File: config.mk
export PLATFORM = sky130hd
export DESIGN_NAME = startup_delay_timer
export DESIGN_NICKNAME = d
export VERILOG_FILES = /design/src/rtl/startup_pkg.sv /design/src/rtl/startup_ctrl.sv /design/src/rtl/startup_datapath.sv /design/src/rtl/startup_delay_timer.sv
export SDC_FILE = /design/constraint.sdc
export NUM_CORES = 1
export LEC_CHECK = 0
export ABC_AREA = 1
export BUFFER_PORTS_ARGS = -buffer_cell sky130_fd_sc_hd__buf_4
export CAP_MARGIN = 20
export CORE_MARGIN = 5
export CORE_UTILIZATION = 40
export CTS_CLUSTER_SIZE = 14
export DETAILED_ROUTE_END_ITERATION = 6
export SLEW_MARGIN = 20
export SYNTH_ARGS = -nofsm -noshare
export SYNTH_HDL_FRONTEND = slang
export SYNTH_HIERARCHICAL = 1
export SYNTH_SLANG_ARGS = --single-unit
File: constraint.sdc
create_clock -name clk -period 2.2 [get_ports clk]
set_input_delay 0.22 -clock clk [delete_from_list [all_inputs] [get_ports clk]]
set_output_delay 0.22 -clock clk [all_outputs]
set_load 0.02 [all_outputs]
File: src/rtl/startup_pkg.sv
package startup_pkg;

  typedef enum logic [1:0] {
    ST_ARM   = 2'd0,
    ST_COUNT = 2'd1,
    ST_RUN   = 2'd2
  } seqState_t;

  // Strobes from control to datapath
  typedef struct packed {
    logic loadReset;
    logic loadWake;
    logic countEn;
  } seqStrobe_t;

endpackage

File: src/rtl/startup_ctrl.sv
module startup_ctrl
  import startup_pkg::*;
(
  input  logic       clk,
  input  logic       powerOnRstN,
  input  logic       rstEvent,
  input  logic       wakeReq,
  input  logic       countDone,
  output seqStrobe_t strobe,
  output logic       coreHold,
  output logic       ready
);

  seqState_t state, stateNext;
  logic      readyQ;

  always_comb begin
    strobe    = '0;
    stateNext = state;
    unique case (state)
      ST_ARM: begin
        strobe.loadReset = 1'b1;
        stateNext        = ST_COUNT;
      end
      ST_COUNT: begin
        if (countDone) stateNext = ST_RUN;
        else           strobe.countEn = 1'b1;
      end
      ST_RUN: begin
        if (wakeReq) begin
          strobe.loadWake = 1'b1;
          stateNext       = ST_COUNT;
        end
      end
      default: stateNext = ST_ARM;
    endcase
    // A reset event overrides everything and restarts the reset path
    if (rstEvent) begin
      strobe           = '0;
      strobe.loadReset = 1'b1;
      stateNext        = ST_COUNT;
    end
  end

  always_ff @(posedge clk or negedge powerOnRstN) begin
    if (!powerOnRstN) begin
      state  <= ST_ARM;
      readyQ <= 1'b0;
    end else begin
      state  <= stateNext;
      readyQ <= (stateNext == ST_RUN);
    end
  end

  assign coreHold = (state != ST_RUN);
  assign ready    = readyQ;

endmodule

File: src/rtl/startup_datapath.sv
module startup_datapath
  import startup_pkg::*;
#(
  parameter int CYCLES_PER_MS     = 20,
  parameter int RESET_BASE_CYCLES = 14,
  parameter int WAKE_CYCLES       = 6,
  parameter int SHORT_MS_TENTHS   = 41,
  parameter int LONG_MS           = 65
) (
  input  logic       clk,
  input  logic       powerOnRstN,
  input  seqStrobe_t strobe,
  input  logic [1:0] startSel,
  output logic       countDone,
  output logic       cfgInvalid
);

  localparam int SHORT_DELAY = RESET_BASE_CYCLES + (CYCLES_PER_MS * SHORT_MS_TENTHS) / 10;
  localparam int LONG_DELAY  = RESET_BASE_CYCLES + CYCLES_PER_MS * LONG_MS;
  localparam int CNT_W       = $clog2(LONG_DELAY + 1);

  logic [CNT_W-1:0] cnt;
  logic [CNT_W-1:0] target;
  logic [CNT_W-1:0] resetTarget;
  logic             invalidQ;

  // Reset-path delay decode; the reserved code falls back to the longest delay
  always_comb begin
    unique case (startSel)
      2'b00:   resetTarget = CNT_W'(RESET_BASE_CYCLES);
      2'b01:   resetTarget = CNT_W'(SHORT_DELAY);
      default: resetTarget = CNT_W'(LONG_DELAY);
    endcase
  end

  always_ff @(posedge clk or negedge powerOnRstN) begin
    if (!powerOnRstN) begin
      cnt      <= '0;
      target   <= '0;
      invalidQ <= 1'b0;
    end else if (strobe.loadReset) begin
      cnt      <= '0;
      target   <= resetTarget;
      invalidQ <= (startSel == 2'b11);
    end else if (strobe.loadWake) begin
      cnt    <= '0;
      target <= CNT_W'(WAKE_CYCLES);
    end else if (strobe.countEn) begin
      cnt <= cnt + CNT_W'(1);
    end
  end

  assign countDone  = (cnt == target - CNT_W'(1));
  assign cfgInvalid = invalidQ;

endmodule

File: src/rtl/startup_delay_timer.sv
module startup_delay_timer
  import startup_pkg::*;
#(
  parameter int CYCLES_PER_MS     = 20,
  parameter int RESET_BASE_CYCLES = 14,
  parameter int WAKE_CYCLES       = 6,
  parameter int SHORT_MS_TENTHS   = 41,
  parameter int LONG_MS           = 65
) (
  input  logic       clk,
  input  logic       powerOnRstN,
  input  logic       rstEvent,
  input  logic       wakeReq,
  input  logic [1:0] startSel,
  output logic       coreHold,
  output logic       ready,
  output logic       cfgInvalid
);

  seqStrobe_t strobe;
  logic       countDone;

  startup_ctrl u_ctrl (
    .clk        (clk),
    .powerOnRstN(powerOnRstN),
    .rstEvent   (rstEvent),
    .wakeReq    (wakeReq),
    .countDone  (countDone),
    .strobe     (strobe),
    .coreHold   (coreHold),
    .ready      (ready)
  );

  startup_datapath #(
    .CYCLES_PER_MS    (CYCLES_PER_MS),
    .RESET_BASE_CYCLES(RESET_BASE_CYCLES),
    .WAKE_CYCLES      (WAKE_CYCLES),
    .SHORT_MS_TENTHS  (SHORT_MS_TENTHS),
    .LONG_MS          (LONG_MS)
  ) u_dp (
    .clk        (clk),
    .powerOnRstN(powerOnRstN),
    .strobe     (strobe),
    .startSel   (startSel),
    .countDone  (countDone),
    .cfgInvalid (cfgInvalid)
  );

endmodule

======== Yosys cells after proc, flatten, opt, wreduce, memory -nomap -nowiden ========
Index checks and enable logic that the tools add are counted.
word-level totals
  input port bits ......................... 6
  output and inout port bits .............. 3
  logic and storage cells ................. 34
  flip-flop bits (word level) ............. 26
operators by class
  reduce and logical (&&, ||, !) cells .... 4
  add/subtract/negate cells ............... 2
  equality and inequality tests ........... 7
  multiplexer cells ....................... 16
operators with widths
  kind                                                                    number
  11-bit two-way mux                                                      5
  11-bit one-hot mux with 2 select lines                                  1
  11-bit by 1-bit adder with 11-bit output (second input constant)        1
  11-bit equality test                                                    1
  11-bit by 1-bit subtractor with 11-bit output (second input constant)   1
  2-bit equality test (second input constant)                             3
  2-bit two-way mux                                                       3
  2-bit one-hot mux with 3 select lines                                   1
  1-bit two-way mux                                                       5
  2-bit by 1-bit equality test with 1-bit output (second input constant)  2
  2-bit zero test                                                         2
  3-bit two-way mux                                                       1
  3-bit nonzero test                                                      1
  2-bit inequality test (second input constant)                           1
  2-bit nonzero test                                                      1

======== Logic depth before layout (Yosys ltp) ========
Gate-level depths: netlist (run 1).
  depth in word-level cells ............... 8
  mapped depth ............................ 20
  gate-level depth less buffers ........... 20

======== Cells and area by module ========
Netlist (run 1), hierarchy kept.
by module, submodules not included
  module            cells each  sequential area each (sq um)  instances  area each (sq um)
  startup_datapath  156         450.4                         1          1,149.9
  startup_ctrl      19          75.1                          1          153.9

======== Worst setup path before layout (run 1) ========
Ideal clock, no wire load.
  path kind ............................... register to register
  start ................................... register u_dp.target[1]
  end ..................................... register u_dp.cnt[8]
  period minus slack after synthesis ...... 2.373 ns
  arrival ................................. 2.253 ns
  required time ........................... 2.081 ns
  stages on the path, launching flop included .. 21
  buffers on the path ..................... 0
  path slack .............................. -0.173 ns
  library setup time ...................... 0.119 ns
  cell sequence ........................... dfrtp_1 -> inv_2 -> ha_1 -> ha_1 -> inv_1 -> nand2_1 -> nand3_1 -> nor2_1 -> nand2_1 -> nor2_1 -> nand3_1 -> nor2_1 -> or2_1 -> nor3_2 -> inv_2 -> nor2_4 -> nand3_2 -> nor2_4 -> nand3_1 -> nand2_1 -> nor2_1
RTL lines
  item                      line                    text
  start: declaration        startup_datapath.sv:23  logic [CNT_W-1:0] target;
  start signal: assignment  startup_datapath.sv:43  target <= resetTarget;
  start signal: assignment  startup_datapath.sv:47  target <= CNT_W'(WAKE_CYCLES);
  end signal: assignment    startup_datapath.sv:49  cnt <= cnt + CNT_W'(1);
  end: declaration          startup_datapath.sv:22  logic [CNT_W-1:0] cnt;

==> impl_metrics.tcl, run 1 <==
set metrics [dict create \
    status "finished with violations" \
    violations "setup timing" \
    drt_pre_antenna_iters 4 \
    grt_overflow_total 0 \
    max_freq_mhz 415 \
    synthesis.yosys.warnings 6 \
    hold_path_startpoint "startSel[1]" \
    hpwl_um 2280 \
    clk_pin_slew_ns 0.12 \
    fill_cells 305 \
    worst_slew_slack_as_a_fraction_of_its_limit 0.711 \
    total_leakage_power_uw 0.000807 \
    synth_seq_area_share 0.403 \
    power.density_cell_area_nw_per_um2 461 \
    layout.area.seq_um2 526 \
    period_minus_slack_ns 2.41 \
    setup_repair_after_global_routing_missed_its_margin "yes" \
    cts_tree "built" \
    setup.reg_to_reg.worst_slack_ns -0.21 \
    die-height_um 67.1 \
    cell_rows 20 \
    critPathArrivalTime_ns 2.61 \
    syn_to_final_growth_pct 34.6 \
    maximum_number_of_pins_on_one_net_before_global_route_repair 22 \
    min_delay_path_depth 3 \
    final_worst_setup_slack_ns -0.213 \
    die_width_um 67.1 \
    final_min_period_over_clock_period 1.10 \
    gpl.final_weighted_congestion 0.793 \
    via_count_of_the_first_global_routing_pass 1163 \
    cts.path.max_buffers 2 \
    postLayoutCoreUtil 0.570 \
    die-area_um2 4500 \
    multi_input_area_um2 818 \
    num_io_pins 9 \
    whs_endpoint "u_dp/target[8]" \
    grt_pass1_wl_um 5150 \
    num_antenna_cells 0 \
    detail_route.wirelength_um 3090 \
    drive_above_1_share 0.356 \
    transition_time_at_the_pin_with_the_least_slew_margin_ns 0.433 \
    finalHoldWorstSlack_ns 0.175 \
    worst_ep_required_time_ns 2.39 \
    crit_path_capture_type "flop" \
    vias_per_cell 4.94 \
    dp_slack_ns -0.276 \
    route.vias.total 1229 \
    drv_cap 0 \
    setup.worst_path.class "flop to flop" \
    worst_setup_path_startpoint "u_dp/target[1]" \
    clock_latency_on_the_worst_skew_pair_ns 0.31 \
    total_number_of_h_tree_levels 1 \
    worstReg2RegEnd "u_dp/cnt[4]" \
    timing.final.hold_violations 0 \
    yosys.cell_types.count 26 \
    route.antenna.remaining_nets 0 \
    start_util 0.424 \
    global_route.usage.total 0.153 \
    syn_area_um2 1300 \
    class_of_the_tightest_hold_or_removal_check "input port to flop" \
    input_output_buffers 8 \
    numCtsBuffers 3 \
    rr_startpoint "u_dp/target[1]" \
    cts.sinks 21 \
    synthesis.nets 184 \
    fin_worst_skew_ns 0.00710 \
    vdd_ir_drop_max_uv 318 \
    worst-r2r-cell-count 19 \
    synthCells 175 \
    worstPathMaxFanout 4 \
    dr.first_iter.drc_count 45 \
    synth_seq_cells 21 \
    syn_avg_cell_area_um2 7.45 \
    finalMaxSlewViolations 0 \
    floorplan.core_area_um2 3080 \
    finalSetupViolCount 11 \
    startpoint_type "flop" \
    layout.nets 215 \
    cts-root-buf "sky130_fd_sc_hd__clkbuf_4" \
    antenna_found_initial 0 \
    drc_errors_left 0 \
    detail_route.wl_per_cell_um 12.4 \
]
cells by family after synthesis:
group / share of synthesized area
compound gates: 0.0797
xor+xnor: 0.0336
fa+ha+maj: 0.0288
buf+inv: 0.0873
flops: 0.403
simple gates: 0.368
routing by layer:
metal	global-route usage	up-vias	wire (µm)
met1	0.180	593	1400
met3	0.0253	4	74
met2	0.277	12	1580
met4	0.0456	0	40
met5	0	-	0
li1	-	620	-
worst max-delay path: stages (launching register included):
cell,delay (ns)
sky130_fd_sc_hd__dfrtp_1,0.39
sky130_fd_sc_hd__inv_2,0.06
sky130_fd_sc_hd__ha_4,0.16
sky130_fd_sc_hd__ha_4,0.27
sky130_fd_sc_hd__inv_2,0.03
sky130_fd_sc_hd__nand2_2,0.05
sky130_fd_sc_hd__nand3_2,0.08
sky130_fd_sc_hd__nor2_2,0.08
sky130_fd_sc_hd__nand2_1,0.05
sky130_fd_sc_hd__nor2_1,0.08
sky130_fd_sc_hd__nand3_1,0.08
sky130_fd_sc_hd__nor2_2,0.16
sky130_fd_sc_hd__or2_4,0.15
sky130_fd_sc_hd__nor3_4,0.04
sky130_fd_sc_hd__inv_2,0.12
sky130_fd_sc_hd__nor2_4,0.05
sky130_fd_sc_hd__buf_4,0.13
sky130_fd_sc_hd__buf_6,0.11
sky130_fd_sc_hd__a21oi_2,0.13
sky130_fd_sc_hd__nor3_2,0.04
worst max-delay path by stage:
stage	depth (start not counted)	slack [ns]	endpoint
2_1_floorplan	20	-0.14	u_dp/cnt[8]
3_3_place_gp	20	-0.23	u_dp/cnt[10]
3_5_place_dp	20	-0.28	u_dp/cnt[8]
4_1_cts	19	-0.23	u_dp/cnt[10]
5_1_grt	20	-0.36	u_dp/cnt[7]
6_report	19	-0.21	u_dp/cnt[4]
sequential cells by signal (all words and copies together), names as in the netlist:
name,flops
u_ctrl/ready,1
u_ctrl/state,2
u_dp/cfgInvalid,1
u_dp/cnt,11
u_dp/target,6
repair_timing:
item                                    in CTS  in global routing
endpoints found under the setup margin      11                 11
gates resized for setup                     15                 19
pin swaps                                   11                 10
buffers inserted                             4                  3
hold buffers                                 1                  0
endpoints found under the hold margin       21                  0
Yosys cell counts, drive strengths merged:
| master | count | area, µm² |
|---|---|---|
| nand2 | 42 | 160 |
| inv | 27 | 101 |
| nor2 | 24 | 123 |
| dfrtp | 21 | 526 |
| nand3 | 15 | 90.1 |
| a21oi | 9 | 45.0 |
| o21ai | 9 | 45.0 |
| nor3 | 7 | 55.1 |
| nand4 | 5 | 31.3 |
| ha | 3 | 37.5 |
| xnor2 | 3 | 26.3 |
| clkinv | 2 | 7.51 |
| xor2 | 2 | 17.5 |
| buf | 1 | 5.00 |
| nand3b | 1 | 7.51 |
| nor4 | 1 | 6.26 |
| o21a | 1 | 7.51 |
| o22ai | 1 | 6.26 |
| or2 | 1 | 6.26 |
stage by stage:
stage                     total power [µW]  setup TNS, ns  instances  area, µm²
after floorplan                        525         -0.292        175       1330
after global placement                 585          -1.23        237       1520
after detailed placement               590          -1.77        237       1520
after CTS                              804          -1.56        246       1650
after global routing                   869          -3.29        249       1760
final                                  809          -1.56        249       1760
cell usage in the layout, fill, tap and decap left out, types with 5 or more instances in the layout:
cell type                 instances
sky130_fd_sc_hd__a21oi_1          5
sky130_fd_sc_hd__buf_4           23
sky130_fd_sc_hd__dfrtp_1         21
sky130_fd_sc_hd__inv_1           22
sky130_fd_sc_hd__inv_2            5
sky130_fd_sc_hd__nand2_1         38
sky130_fd_sc_hd__nand3_1          8
sky130_fd_sc_hd__nand3_2          5
sky130_fd_sc_hd__nand4_1          5
sky130_fd_sc_hd__nor2_1          15
sky130_fd_sc_hd__nor2_4           5
sky130_fd_sc_hd__nor3_2           5
sky130_fd_sc_hd__o21ai_0          8
final cells by class:
type	count	share of cell area
clock inverters	1	0.00428
clock buffers	3	0.0128
well taps	44	0.0314
inverters	29	0.0627
multi-input cells	124	0.466
flip-flops and latches	21	0.299
repair buffers	27	0.123
power by group:
part	internal [µW]	switching [µW]	total, µW
combinational	91.7	110	202
clock	69.2	121	190
sequential	402	14.8	417
total	563	246	809
No activity file was read; power rests on OpenSTA's default activity.
==> run 2, diff against run 1 <==
--- a/config.mk
+++ b/config.mk
@@ -9,9 +9,10 @@
 export BUFFER_PORTS_ARGS = -buffer_cell sky130_fd_sc_hd__buf_4
 export CAP_MARGIN = 20
 export CORE_MARGIN = 5
-export CORE_UTILIZATION = 40
+export CORE_UTILIZATION = 53
 export CTS_CLUSTER_SIZE = 14
 export DETAILED_ROUTE_END_ITERATION = 6
+export PLACE_DENSITY = 0.74
 export SLEW_MARGIN = 20
 export SYNTH_ARGS = -nofsm -noshare
 export SYNTH_HDL_FRONTEND = slang
==> run 2 against run 1 <==
Net effect:
- the run still ends with setup timing left
- first-iteration DRC count increased by 13%
- sequential cell count unchanged
- sequential share of layout area increased by 0.37 points
- critical path type unchanged
- largest cell class unchanged
==> impl_metrics.tcl, run 2 (synthesis gave the netlist of run 1 again) <==
set metrics [dict create \
    cts.sinks 21 \
    dp_slack_ns -0.282 \
    hpwl_um 2330 \
    input_output_buffers 8 \
    worstPathMaxFanout 5 \
    drv_cap 0 \
    detailed_place.area_um2 1510 \
    setup.worst_path.class "flop to flop" \
    cts_tree "built" \
    setup_repair_after_global_routing_missed_its_margin "yes" \
    clk_pin_slew_ns 0.12 \
    startpoint_type "flop" \
    finalHoldWorstSlack_ns 0.198 \
    place_inst 224 \
    finalSetupViolCount 11 \
    detail_route.wl_per_cell_um 14.5 \
    drt_pre_antenna_iters 4 \
    status "finished with violations" \
    die_width_um 59.6 \
    power_switching_share 0.304 \
    cts-root-buf "sky130_fd_sc_hd__clkbuf_4" \
    crit_path_capture_type "flop" \
    category_of_cells_accounting_for_the_largest_share_of_critical_path_delay "simple AND/OR/NAND/NOR gates" \
    period_minus_slack_ns 2.44 \
    gpl.final_weighted_congestion 0.863 \
    via_count_of_the_first_global_routing_pass 1292 \
    relative_contribution_of_sequential_cells_to_total_power 0.511 \
    layout_common_cells "38 x sky130_fd_sc_hd__nand2_1, 24 x sky130_fd_sc_hd__buf_4, 22 x sky130_fd_sc_hd__inv_1" \
    global_route.usage.total 0.201 \
    final_min_period_over_clock_period 1.11 \
    violations "setup timing" \
    dr.first_iter.drc_count 51 \
    num_io_pins 9 \
    final_worst_setup_slack_ns -0.239 \
    max_freq_mhz 410 \
    worst_slew_slack_as_a_fraction_of_its_limit 0.705 \
    syn_to_final_growth_pct 33.3 \
    mostFrequentLayoutCell "sky130_fd_sc_hd__nand2_1" \
    final_cells 237 \
    die-area_um2 3550 \
    power.internal_uw 569 \
    floorplan.core_area_um2 2410 \
    fin_worst_skew_ns 0.00672 \
    num_antenna_cells 0 \
    final_design_area_no_fill_um2 1740 \
    maximum_number_of_pins_on_one_net_before_global_route_repair 22 \
    vdd_ir_drop_max_uv 485 \
    transition_time_at_the_pin_with_the_least_slew_margin_ns 0.443 \
    antenna_found_initial 0 \
    grt_pass1_wl_um 5370 \
    drive_above_1_share 0.348 \
    cp_slowest_stage_delay_ns 0.39 \
    finalMaxSlewViolations 0 \
    die-height_um 59.6 \
    layout.nets 217 \
    detail_route.wirelength_um 3430 \
    crit_path_top_delay_cell "sky130_fd_sc_hd__dfrtp_1" \
    route.vias.total 1286 \
    total_number_of_h_tree_levels 1 \
    combinationalPowerShare 0.262 \
    route.antenna.remaining_nets 0 \
    cts.path.max_buffers 2 \
    cell_rows 18 \
    clock_latency_on_the_worst_skew_pair_ns 0.30 \
    worst_ep_required_time_ns 2.41 \
    numCtsBuffers 3 \
    top_regs "u_dp/cnt: 11 flops, u_dp/target: 6 flops, u_ctrl/state: 2 flops" \
    drc_errors_left 0 \
    critical_path.cell_chain "inv_2 > ha_4 > ha_4 > inv_2 > nand2_2 > nand3_2 > nor2_2 > nand2_1 > nor2_1 > nand3_1 > nor2_2 > or2_1 > nor3_2 > inv_2 > nand2_2 > buf_6 > buf_6 > nand3_4 > nand2_2 > nand2_1 > nor2_1" \
    power.share.clock 0.227 \
    largest_reg_flops 11 \
    power.density_cell_area_nw_per_um2 470 \
    timing.final.hold_violations 0 \
    vias_per_cell 5.43 \
    total_leakage_power_uw 0.000812 \
    regMostFlops "u_dp/cnt" \
    start_util 0.541 \
    power_switching_uw 248 \
    class_of_the_tightest_hold_or_removal_check "input port to flop" \
    grt_overflow_total 0 \
    critical_path_buf_inv_count 5 \
    critPathArrivalTime_ns 2.65 \
]
## run 2: worst register-to-register path, delay by kind of cell, from the launching register on
kind / cells / cell delay (ns)
flops: 1 / 0.39
fa+ha+maj: 2 / 0.42
simple gates: 14 / 1.08
buf+inv: 5 / 0.46
## run 2: routing by layer
layer	vias up	global-route usage	part of all wire
met5	-	0	0
met4	0	0.0886	0.015
met3	8	0.0240	0.030
met2	28	0.362	0.54
met1	625	0.237	0.41
li1	625	-	-
## run 2: worst paths after layout
check | from | to | slack, ns | depth (start not counted)
worst max-delay path | u_dp/target[1] | u_dp/cnt[9] | -0.24 | 21
worst min-delay path | startSel[1] | u_dp/target[8] | 0.20 | 3
worst max register to register | u_dp/target[1] | u_dp/cnt[9] | -0.24 | 21
worst min register to register | u_dp/cfgInvalid | u_dp/cfgInvalid | 0.58 | 2
max in group asynchronous | powerOnRstN | u_dp/target[3] | 1.63 | 2
min in group asynchronous | powerOnRstN | u_dp/cnt[4] | 0.33 | 2
## run 2: repair_timing
item,CTS,global route
pin swaps,10,5
endpoints found under the hold margin,21,0
setup buffers,4,4
gates resized for setup,17,17
endpoints found under the setup margin,9,11
hold buffers,1,0
## run 2: cell type report
cell class / instances / area, µm²
multi-input cells: 124 / 802
fillers: 174 / 672
flip-flops and latches: 21 / 527
repair buffers: 29 / 235
inverters: 29 / 110
well taps: 30 / 37.5
clock buffers: 4 / 26.3
## run 2: per-stage QoR
step / TNS [ns] / power (µW) / util
2_1_floorplan: -0.292 / 525 / -
3_3_place_gp: -0.651 / 584 / 0.627
3_5_place_dp: -1.59 / 594 / 0.627
4_1_cts: -1.25 / 798 / 0.681
5_1_grt: -3.07 / 860 / 0.721
6_report: -1.83 / 817 / 0.721
## run 2: power by group through the flow
stage | clock [µW] | sequential [µW] | combinational, µW
global placement | 0 | 422 | 162
CTS | 194 | 417 | 188
floorplan | 0 | 426 | 98.7
detailed placement | 0 | 424 | 170
global route | 208 | 420 | 232
finish | 186 | 418 | 214
==> run 3, diff against run 2 <==
--- a/config.mk
+++ b/config.mk
@@ -12,7 +12,7 @@
 export CORE_UTILIZATION = 53
 export CTS_CLUSTER_SIZE = 14
 export DETAILED_ROUTE_END_ITERATION = 6
-export PLACE_DENSITY = 0.74
+export PLACE_DENSITY = 0.79
 export SLEW_MARGIN = 20
 export SYNTH_ARGS = -nofsm -noshare
 export SYNTH_HDL_FRONTEND = slang
==> run 3 against run 2 <==
Net effect:
- the flow still finishes with violations (setup timing)
- final cell count shrank 0.42%
- sequential cell count is the same
- combinational power shrank 5%
- register-to-register slack is essentially flat
- sequential share of layout area grew 0.28 points
- power shrank 0.79%
- critical path depth shrank 1
- via count grew 1.9%
- critical endpoint is now u_dp/cnt[8]
==> impl_metrics.tcl, run 3 (synthesis gave the netlist of run 1 again) <==
set metrics [dict create \
    worst_ep_required_time_ns 2.41 \
    power_switching_uw 250 \
    drc_errors_left 0 \
    power.share.clock 0.233 \
    power_total_uw 811 \
    dr.first_iter.drc_count 57 \
    die_width_um 59.6 \
    clk_pin_slew_ns 0.12 \
    route.antenna.remaining_nets 0 \
    floorplan.core_area_um2 2410 \
    top_regs "u_dp/cnt: 11 flops, u_dp/target: 6 flops, u_ctrl/state: 2 flops" \
    total_leakage_power_uw 0.000800 \
    period_minus_slack_ns 2.45 \
    drive_above_1_share 0.340 \
    critPathArrivalTime_ns 2.66 \
    global_route.usage.total 0.195 \
    largest_reg_flops 11 \
    mostFrequentLayoutCell "sky130_fd_sc_hd__nand2_1" \
    relative_contribution_of_sequential_cells_to_total_power 0.515 \
    timing.final.hold_violations 0 \
    power_switching_share 0.308 \
    crit_path_top_delay_cell "sky130_fd_sc_hd__dfrtp_1" \
    cp_slowest_stage_delay_ns 0.38 \
    setup.reg_to_reg.worst_slack_ns -0.25 \
    die-height_um 59.6 \
    transition_time_at_the_pin_with_the_least_slew_margin_ns 0.466 \
    hold_path_startpoint "wakeReq" \
    power.density_cell_area_nw_per_um2 472 \
    detailed_place.area_um2 1500 \
    gpl.final_weighted_congestion 0.870 \
    num_io_pins 9 \
    cts.path.max_buffers 2 \
    drt_pre_antenna_iters 4 \
    max_freq_mhz 409 \
    cts_tree "built" \
    setup.worst_path.class "flop to flop" \
    combinationalPowerShare 0.252 \
    detail_route.wl_per_cell_um 14.0 \
    cts.sinks 21 \
    num_antenna_cells 0 \
    route.vias.total 1310 \
    setup_repair_after_global_routing_missed_its_margin "yes" \
    maximum_number_of_pins_on_one_net_before_global_route_repair 22 \
    violations "setup timing" \
    vias_per_cell 5.55 \
    total_number_of_h_tree_levels 1 \
    grt_pass1_wl_um 5150 \
    worstPathMaxFanout 5 \
    critPathMostFrequentCell "sky130_fd_sc_hd__inv_2" \
    category_of_cells_accounting_for_the_largest_share_of_critical_path_delay "simple AND/OR/NAND/NOR gates" \
    final_min_period_over_clock_period 1.11 \
    vdd_ir_drop_max_uv 377 \
    critical_path_buf_inv_count 3 \
    regMostFlops "u_dp/cnt" \
    setup_total_negative_slack_ns -2.09 \
    critical_path.cell_chain "inv_2 > ha_4 > ha_4 > inv_2 > nand2_2 > nand3_2 > nor2_2 > nand2_1 > nor2_1 > nand3_1 > nor2_2 > or2_1 > nor3_2 > inv_2 > nor2_4 > nand3_4 > nor2_4 > nand3_1 > nand2_1 > nor2_1" \
    startpoint_type "flop" \
    hpwl_um 2220 \
    fin_worst_skew_ns 0.00552 \
    final_worst_setup_slack_ns -0.247 \
    layout.nets 216 \
    grt_overflow_total 0 \
    die-area_um2 3550 \
    status "finished with violations" \
    worst_setup_path_startpoint "u_dp/target[1]" \
    finalMaxSlewViolations 0 \
    postLayoutCoreUtil 0.713 \
    layout_common_cells "35 x sky130_fd_sc_hd__nand2_1, 25 x sky130_fd_sc_hd__buf_4, 22 x sky130_fd_sc_hd__inv_1" \
    drv_cap 0 \
    rr_startpoint "u_dp/target[1]" \
    class_of_the_tightest_hold_or_removal_check "input port to flop" \
    syn_to_final_growth_pct 31.8 \
    power.internal_uw 561 \
    cts-root-buf "sky130_fd_sc_hd__clkbuf_4" \
    clock_latency_on_the_worst_skew_pair_ns 0.31 \
    detail_route.wirelength_um 3310 \
    start_util 0.541 \
    cell_rows 18 \
    worst_slew_slack_as_a_fraction_of_its_limit 0.689 \
    via_count_of_the_first_global_routing_pass 1195 \
    final_design_area_no_fill_um2 1720 \
    numCtsBuffers 3 \
    antenna_found_initial 0 \
    dp_slack_ns -0.251 \
    crit_path_capture_type "flop" \
    input_output_buffers 8 \
    finalSetupViolCount 11 \
]
[run 3: cell types whose count changed in the layout (fill, tap and decap cells not counted), sizes merged]
| cell | before | now |
|---|---|---|
| clkinv | 2 | 1 |
| inv | 27 | 28 |
| buf | 28 | 27 |
[run 3: area by class of cell]
type	instances	area (µm²)
inverters	29	109
fillers	185	692
clock buffers	4	26.3
repair buffers	28	220
well taps	30	37.5
multi-input cells	124	800
flip-flops and latches	21	526
[run 3: metal layers]
layer / vias to the layer above / global-route usage / wire [µm]
li1: 626 / - / -
met1: 631 / 0.226 / 1360
met2: 40 / 0.328 / 1690
met3: 13 / 0.0327 / 136
met4: 0 / 0.127 / 116
met5: - / 0 / 0
[run 3: what timing repair did]
| item | 4_1_cts | 5_1_grt |
|---|---|---|
| gates resized for setup | 10 | 20 |
| setup endpoints to repair | 11 | 11 |
| setup buffers | 5 | 6 |
| hold buffers | 1 | 0 |
| pin swaps | 6 | 12 |
| endpoints found under the hold margin | 21 | 0 |
[run 3: worst paths after layout]
kind / to / cells past startpoint
max in group asynchronous: u_dp/cnt[4] / 2
min reg2reg: u_dp/cfgInvalid / 2
max reg2reg: u_dp/cnt[8] / 20
max: u_dp/cnt[8] / 20
min: u_ctrl/state[0] / 3
min in group asynchronous: u_dp/target[1] / 2
[run 3: power by group through the flow]
stage,registers [µW],clock network [µW],logic (µW)
2_1_floorplan,426,0,98.7
3_3_place_gp,423,0,156
3_5_place_dp,424,0,162
4_1_cts,417,196,178
5_1_grt,420,209,222
6_report,418,189,204
[run 3: stage by stage]
stage	hold slack [ns]	std cells
2_1_floorplan	-0.0756	175
3_3_place_gp	0.114	222
3_5_place_dp	0.118	222
4_1_cts	0.167	232
5_1_grt	0.192	236
6_report	0.182	236
[run 3: worst min-delay path: stages]
cell	delay [ns]
sky130_fd_sc_hd__buf_4	0.08
sky130_fd_sc_hd__nand2_1	0.07
sky130_fd_sc_hd__nand4_1	0.09
